**src/rtl/xw_pkg.sv**
```systemverilog
package xw_pkg;

   typedef enum logic [2:0] {
      XW_IDLE = 3'd0,
      XW_RD1  = 3'd1,
      XW_WT1  = 3'd2,
      XW_RD2  = 3'd3,
      XW_WT2  = 3'd4,
      XW_DONE = 3'd5
   } xw_state_e;

   typedef struct packed {
      logic ok;
      logic fault;
      logic lvl;
   } xw_fin_t;

endpackage

```
**src/rtl/xw_field_split.sv**
```systemverilog
module xw_field_split #(
   parameter int VA_W   = 32,
   parameter int OFFS_W = 12,
   parameter int IDX1_W = 10,
   parameter int IDX2_W = 10
) (
   input  logic [VA_W-1:0]   va,
   output logic [IDX1_W-1:0] idx1,
   output logic [IDX2_W-1:0] idx2,
   output logic [OFFS_W-1:0] offs
);
   localparam int IDX2_LO = OFFS_W;
   localparam int IDX1_LO = OFFS_W + IDX2_W;

   assign offs = va[OFFS_W-1:0];
   assign idx2 = va[IDX2_LO +: IDX2_W];
   assign idx1 = va[IDX1_LO +: IDX1_W];
endmodule

```
**src/rtl/xw_entry_addr.sv**
```systemverilog
module xw_entry_addr #(
   parameter int PA_W      = 32,
   parameter int OFFS_W    = 12,
   parameter int IDX_W     = 10,
   parameter int PTE_SHIFT = 2
) (
   input  logic [PA_W-OFFS_W-1:0] base_pfn,
   input  logic [IDX_W-1:0]       idx,
   output logic [PA_W-1:0]        addr
);
   localparam int PFN_W = PA_W - OFFS_W;

   logic [PA_W-1:0] base_byte;
   logic [PA_W-1:0] idx_off;

   assign base_byte = {base_pfn, {OFFS_W{1'b0}}};

   generate
      if (IDX_W + PTE_SHIFT <= OFFS_W) begin : g_concat
         // whole table fits inside one page: no carry into the frame bits
         assign idx_off = PA_W'({idx, {PTE_SHIFT{1'b0}}});
         assign addr    = {base_pfn, idx_off[OFFS_W-1:0]};
      end else begin : g_add
         assign idx_off = PA_W'(idx) << PTE_SHIFT;
         assign addr    = base_byte + idx_off;
      end
   endgenerate

   logic unused_bits;
   assign unused_bits = ^{base_byte, idx_off, PFN_W[0]};
endmodule

```
**src/rtl/xw_seq.sv**
```systemverilog
module xw_seq
   import xw_pkg::*;
(
   input  logic      clk,
   input  logic      rst_n,
   input  logic      start,
   input  logic      mem_req_ready,
   input  logic      mem_rsp_valid,
   input  logic      rsp_present,
   output xw_state_e st,
   output logic      take_walk,
   output logic      take_l1,
   output xw_fin_t   fin,
   output logic      fin_en
);
   xw_state_e st_nx;

   always_comb begin
      st_nx     = st;
      take_walk = 1'b0;
      take_l1   = 1'b0;
      fin_en    = 1'b0;
      fin       = '0;
      unique case (st)
         XW_IDLE: if (start) begin
            take_walk = 1'b1;
            st_nx     = XW_RD1;
         end
         XW_RD1: if (mem_req_ready) st_nx = XW_WT1;
         XW_WT1: if (mem_rsp_valid) begin
            if (rsp_present) begin
               take_l1 = 1'b1;
               st_nx   = XW_RD2;
            end else begin
               fin_en    = 1'b1;
               fin.fault = 1'b1;
               fin.lvl   = 1'b0;
               st_nx     = XW_DONE;
            end
         end
         XW_RD2: if (mem_req_ready) st_nx = XW_WT2;
         XW_WT2: if (mem_rsp_valid) begin
            fin_en    = 1'b1;
            fin.ok    = rsp_present;
            fin.fault = !rsp_present;
            fin.lvl   = 1'b1;
            st_nx     = XW_DONE;
         end
         XW_DONE: st_nx = XW_IDLE;
         default: st_nx = XW_IDLE;
      endcase
   end

   always_ff @(posedge clk or negedge rst_n) begin
      if (!rst_n) st <= XW_IDLE;
      else        st <= st_nx;
   end
endmodule

```
**src/rtl/xw_result.sv**
```systemverilog
module xw_result
   import xw_pkg::*;
#(
   parameter int PA_W   = 32,
   parameter int OFFS_W = 12
) (
   input  logic                   clk,
   input  logic                   rst_n,
   input  logic                   fin_en,
   input  xw_fin_t                fin,
   input  logic [PA_W-OFFS_W-1:0] pfn,
   input  logic [OFFS_W-1:0]      offs,
   output logic [PA_W-1:0]        pa,
   output logic                   fault,
   output logic                   fault_lvl
);
   always_ff @(posedge clk or negedge rst_n) begin
      if (!rst_n) begin
         pa        <= '0;
         fault     <= 1'b0;
         fault_lvl <= 1'b0;
      end else if (fin_en) begin
         pa        <= fin.ok ? {pfn, offs} : '0;
         fault     <= fin.fault;
         fault_lvl <= fin.lvl;
      end
   end
endmodule

```
**src/rtl/pt2_walker.sv**
```systemverilog
module pt2_walker
   import xw_pkg::*;
#(
   parameter int VA_W      = 32,
   parameter int PA_W      = 32,
   parameter int PTE_W     = 32,
   parameter int OFFS_W    = 12,
   parameter int IDX1_W    = 10,
   parameter int IDX2_W    = 10,
   parameter int VALID_BIT = 0
) (
   input  logic             clk,
   input  logic             rst_n,
   input  logic             walk_req,
   input  logic [VA_W-1:0]  walk_va,
   input  logic [PA_W-1:0]  root_base,
   output logic             walk_ready,
   output logic             mem_req_valid,
   input  logic             mem_req_ready,
   output logic [PA_W-1:0]  mem_req_addr,
   input  logic             mem_rsp_valid,
   input  logic [PTE_W-1:0] mem_rsp_data,
   output logic             walk_done,
   output logic [PA_W-1:0]  walk_pa,
   output logic             walk_fault,
   output logic             walk_fault_lvl
);
   localparam int PFN_W     = PA_W - OFFS_W;
   localparam int PTE_SHIFT = $clog2(PTE_W / 8);

   initial begin
      if (VA_W != OFFS_W + IDX1_W + IDX2_W)
         $fatal(1, "pt2_walker: index and offset widths must sum to VA_W");
      if (PTE_W < PFN_W + OFFS_W)
         $fatal(1, "pt2_walker: entry too narrow for a frame number");
      if (VALID_BIT >= OFFS_W)
         $fatal(1, "pt2_walker: present bit must lie below the frame field");
      if ((PTE_W % 8) != 0 || (1 << PTE_SHIFT) * 8 != PTE_W)
         $fatal(1, "pt2_walker: entry width must be a power-of-two byte count");
   end

   xw_state_e st;
   logic      take_walk, take_l1, fin_en;
   xw_fin_t   fin;

   logic [VA_W-1:0]   va_q;
   logic [PFN_W-1:0]  root_q, l2base_q;
   logic [IDX1_W-1:0] idx1;
   logic [IDX2_W-1:0] idx2;
   logic [OFFS_W-1:0] offs;
   logic [PA_W-1:0]   addr_l1, addr_l2;
   logic [PFN_W-1:0]  rsp_pfn;
   logic              rsp_present;

   assign rsp_pfn     = mem_rsp_data[OFFS_W +: PFN_W];
   assign rsp_present = mem_rsp_data[VALID_BIT];

   xw_seq u_seq (
      .clk           (clk),
      .rst_n         (rst_n),
      .start         (walk_req),
      .mem_req_ready (mem_req_ready),
      .mem_rsp_valid (mem_rsp_valid),
      .rsp_present   (rsp_present),
      .st            (st),
      .take_walk     (take_walk),
      .take_l1       (take_l1),
      .fin           (fin),
      .fin_en        (fin_en)
   );

   always_ff @(posedge clk or negedge rst_n) begin
      if (!rst_n) begin
         va_q     <= '0;
         root_q   <= '0;
         l2base_q <= '0;
      end else begin
         if (take_walk) begin
            va_q   <= walk_va;
            root_q <= root_base[PA_W-1:OFFS_W];
         end
         if (take_l1) l2base_q <= rsp_pfn;
      end
   end

   xw_field_split #(
      .VA_W(VA_W), .OFFS_W(OFFS_W), .IDX1_W(IDX1_W), .IDX2_W(IDX2_W)
   ) u_split (
      .va(va_q), .idx1(idx1), .idx2(idx2), .offs(offs)
   );

   xw_entry_addr #(
      .PA_W(PA_W), .OFFS_W(OFFS_W), .IDX_W(IDX1_W), .PTE_SHIFT(PTE_SHIFT)
   ) u_ea1 (
      .base_pfn(root_q), .idx(idx1), .addr(addr_l1)
   );

   xw_entry_addr #(
      .PA_W(PA_W), .OFFS_W(OFFS_W), .IDX_W(IDX2_W), .PTE_SHIFT(PTE_SHIFT)
   ) u_ea2 (
      .base_pfn(l2base_q), .idx(idx2), .addr(addr_l2)
   );

   assign mem_req_valid = (st == XW_RD1) || (st == XW_RD2);
   assign mem_req_addr  = (st == XW_RD2) ? addr_l2 : addr_l1;
   assign walk_ready    = (st == XW_IDLE);
   assign walk_done     = (st == XW_DONE);

   xw_result #(.PA_W(PA_W), .OFFS_W(OFFS_W)) u_res (
      .clk       (clk),
      .rst_n     (rst_n),
      .fin_en    (fin_en),
      .fin       (fin),
      .pfn       (rsp_pfn),
      .offs      (offs),
      .pa        (walk_pa),
      .fault     (walk_fault),
      .fault_lvl (walk_fault_lvl)
   );

   logic unused_in;
   assign unused_in = ^{root_base[OFFS_W-1:0], mem_rsp_data};
endmodule

```
**config.mk**
```make
export PLATFORM = sky130hd
export DESIGN_NAME = pt2_walker
export DESIGN_NICKNAME = d
export VERILOG_FILES = /design/src/rtl/xw_pkg.sv /design/src/rtl/xw_field_split.sv /design/src/rtl/xw_entry_addr.sv /design/src/rtl/xw_seq.sv /design/src/rtl/xw_result.sv /design/src/rtl/pt2_walker.sv
export SDC_FILE = /design/constraint.sdc
export NUM_CORES = 1
export LEC_CHECK = 0
export ABC_AREA = 1
export BUFFER_PORTS_ARGS = -buffer_cell sky130_fd_sc_hd__buf_2
export CAP_MARGIN = 20
export CELL_PAD_IN_SITES_DETAIL_PLACEMENT = 2
export CELL_PAD_IN_SITES_GLOBAL_PLACEMENT = 2
export CORE_MARGIN = 2
export CORE_UTILIZATION = 28
export CTS_CLUSTER_SIZE = 30
export DETAILED_ROUTE_END_ITERATION = 7
export PLACE_DENSITY = 0.9
export SLEW_MARGIN = 30
export SYNTH_ARGS = -nofsm -noshare
export SYNTH_HDL_FRONTEND = slang
export SYNTH_SLANG_ARGS = --single-unit
```
**constraint.sdc**
```tcl
create_clock -name clk -period 1.6 [get_ports clk]
set_input_delay 0.32 -clock clk [delete_from_list [all_inputs] [get_ports clk]]
set_output_delay 0.32 -clock clk [all_outputs]
set_load 0.1 [all_outputs]
```
==> results.toml <==
[detailed_routing]
drc = 0
via_count = 4980
viasPerCell = 4.87
postRouteAntennaNets = 0
drt_wl_total_mm = 22.9
dr.pass1.iters = 4
post_drt_wl_per_cell_um = 22.4
initialDrtViolationCount = 203

[layout]
antennaDiodeCount = 0
syn_to_final_growth_pct = 75.2
post-route-cell-area_um2 = 8480
final_common_cell = "nand2_1"
fin_cells = 1022
utilization_pct = 49.6
layout_common_cells = "173 x nand2_1, 110 x buf_2, 107 x dfrtp_1, 68 x nand2_4, 58 x nand3_1"
drive_above_1_share_pct = 53.5
num-nets-final = 893

[global_route]
grt_max_degree = 68
grt_use_total_pct = 21.5
antenna_found_initial = 0
grt_pass1_wl_mm = 30.1
grt.overflow.total = 0
grt_pass1_vias = 5316

[logic_synthesis]
synth.distinct_cells = 21
ys_top_cells_by_area = "dfrtp_1 56%, nand2_1 23%, nand3_1 9.4%"
synth_cells = 601
ys_seq_area_share_pct = 56.3
synth_top_area_cell = "dfrtp_1"
netlist.area_leader.share_pct = 56.3
syn-cell-area_um2 = 4840
synth_fa_ha_area_share_pct = 0
synth_compound_area_share_pct = 2.27
synth_top_family_by_area = "simple AND/OR/NAND/NOR gates"
ys.warnings.count = 0
avgSynthCellArea_um2 = 8.06
synth.area.mux_share_pct = 0
synth_xor_area_share_pct = 0
yosys.area_share.simple_pct = 34.5
ys_ff_latch = 109

[placed_design]
placement.io_buffers = 144
post-dp-hpwl_mm = 12.0
placed_cell_area_um2 = 6670
dpl.cell_count = 960
gp_congestion = 0.838

[clock_tree]
cts_buffers = 9
clk_pin_slew_worst_paths_ns = 0.08
cts_buffer_depth = 2
cts.htree.levels = 3
cts_tree = "built"
clock-sinks = 109
clockRootBuffer = "clkbuf_16"
clk_latency_ns = 0.36

[sta]
timing.final.max_slew_violations = 0
hold_viol_final = 0
setup_viol = 142
setup_tns_ns = -27.71
period_share_pct = 126
setup_ws_ns = -0.415
worst_pin_slew_ns = 0.546
fmax_mhz = 496
relSlewSlack_pct = 63.6
rsz0062_at_grt = "yes"
fin_skew_ns = 0.0101
period_minus_slack_ns = 2.02

[die]
core_area_um2 = 17100
dieArea_um2 = 18400
initial_core_util_pct = 28.3
die_h_um = 136
io_pins = 170
dieWidth_um = 136
rows = 48

[run]
drv_cap = 0

[status]
violations = "negative setup slack"
status = "finished with violations"

[setup_path]
crit_fanout = 14
crit_path_end_kind = "primary output"
critPathRequiredTime_ns = 1.28
worstPathArrival_ns = 1.70
crit_type = "flop to primary output"
worst_setup_path_start_kind = "flop"

[hold_path]
hp-class = "primary input to flop"
[worst max-delay path, cell delays in order, from the launching register on]
cell	delay [ns]
dfrtp_2	0.44
nor2_4	0.18
nand2_4	0.11
buf_12	0.17
nand2_1	0.18
nand2_4	0.08
buf_12	0.16
[cells in the mapped netlist]
| cell type | n |
|---|---|
| buf_2 | 22 |
| conb_1 | 1 |
| nor2_8 | 1 |
| buf_1 | 1 |
| buf_6 | 4 |
| o21ai_0 | 11 |
| nand2_1 | 297 |
| nor3_1 | 1 |
| buf_4 | 3 |
| nand2_2 | 2 |
| nor2_2 | 1 |
| nand3_1 | 91 |
| o21ai_1 | 10 |
| nor2_4 | 4 |
| nor2_1 | 2 |
| inv_2 | 4 |
| nand4_1 | 1 |
| inv_1 | 26 |
| clkbuf_1 | 9 |
| a21oi_1 | 1 |
| dfrtp_1 | 109 |
[through the flow]
stage	hold slack, ns	worst slack, ns
3_5_place_dp	0.125	-0.230
6_report	0.189	-0.415
4_1_cts	0.177	-0.378
2_1_floorplan	0.0244	-0.102
5_1_grt	0.194	-0.475
3_3_place_gp	0.124	-0.0857
[what timing repair did]
action / 4_1_cts / 5_1_grt
hold endpoints to repair: 2 / 0
setup buffers: 15 / 15
hold buffers: 1 / 0
resized for setup: 53 / 197
endpoints found under the setup margin: 88 / 142
gates cloned: 5 / 14
pin swaps: 12 / 34
[cell type report]
| cell class | instances | area, um^2 |
|---|---|---|
| Fill cell | 1815 | 8630 |
| Multi-Input combinational cell | 425 | 2790 |
| Sequential cell | 109 | 2730 |
| Timing Repair Buffer | 217 | 2290 |
| Tap cell | 225 | 282 |
| Clock buffer | 9 | 225 |
| Inverter | 30 | 120 |
| Clock inverter | 7 | 50.0 |
[final timing paths]
path                            depth (start not counted)                    start                        to  slack, ns
worst max-delay path                                    6  u_seq.st[2]$_DFFE_PN0P_          mem_req_addr[21]      -0.42
worst min-delay path                                    3         mem_rsp_data[15]  u_res.pa[15]$_DFFE_PN0P_       0.19
worst max register to register                         11  u_seq.st[1]$_DFFE_PN0P_   u_res.pa[1]$_DFFE_PN0P_      -0.31
worst min register to register                          2  u_res.pa[8]$_DFFE_PN0P_   u_res.pa[8]$_DFFE_PN0P_       0.48
max in group asynchronous                               3                    rst_n   u_res.pa[7]$_DFFE_PN0P_       0.58
min in group asynchronous                               2                    rst_n  u_res.pa[30]$_DFFE_PN0P_       0.30
[flip-flops by register name, summed over array words and instances, names as in the netlist]
register,count
u_res.pa,32
va_q,32
l2base_q,20
root_q,20
u_seq.st,3
u_res.fault,1
u_res.fault_lvl,1
[kinds of logic after synthesis]
group	Yosys count
DFF	109
other	1
buffers and inverters	69
AOI/OAI and AO/OA	22
and+or+nand+nor	400
[metal layers]
metal | track usage (%) | share of wire [%] | routed length (um)
met1 | 26.3 | 39 | 8950
met2 | 39.5 | 56 | 12900
met3 | 3.07 | 2.6 | 586
met5 | 0 | 0 | 0
met4 | 5.61 | 2.2 | 508
Power is left out: the tool's default activity adds up to more than one toggle a clock period on the data nets, which glitch-free logic cannot reach.
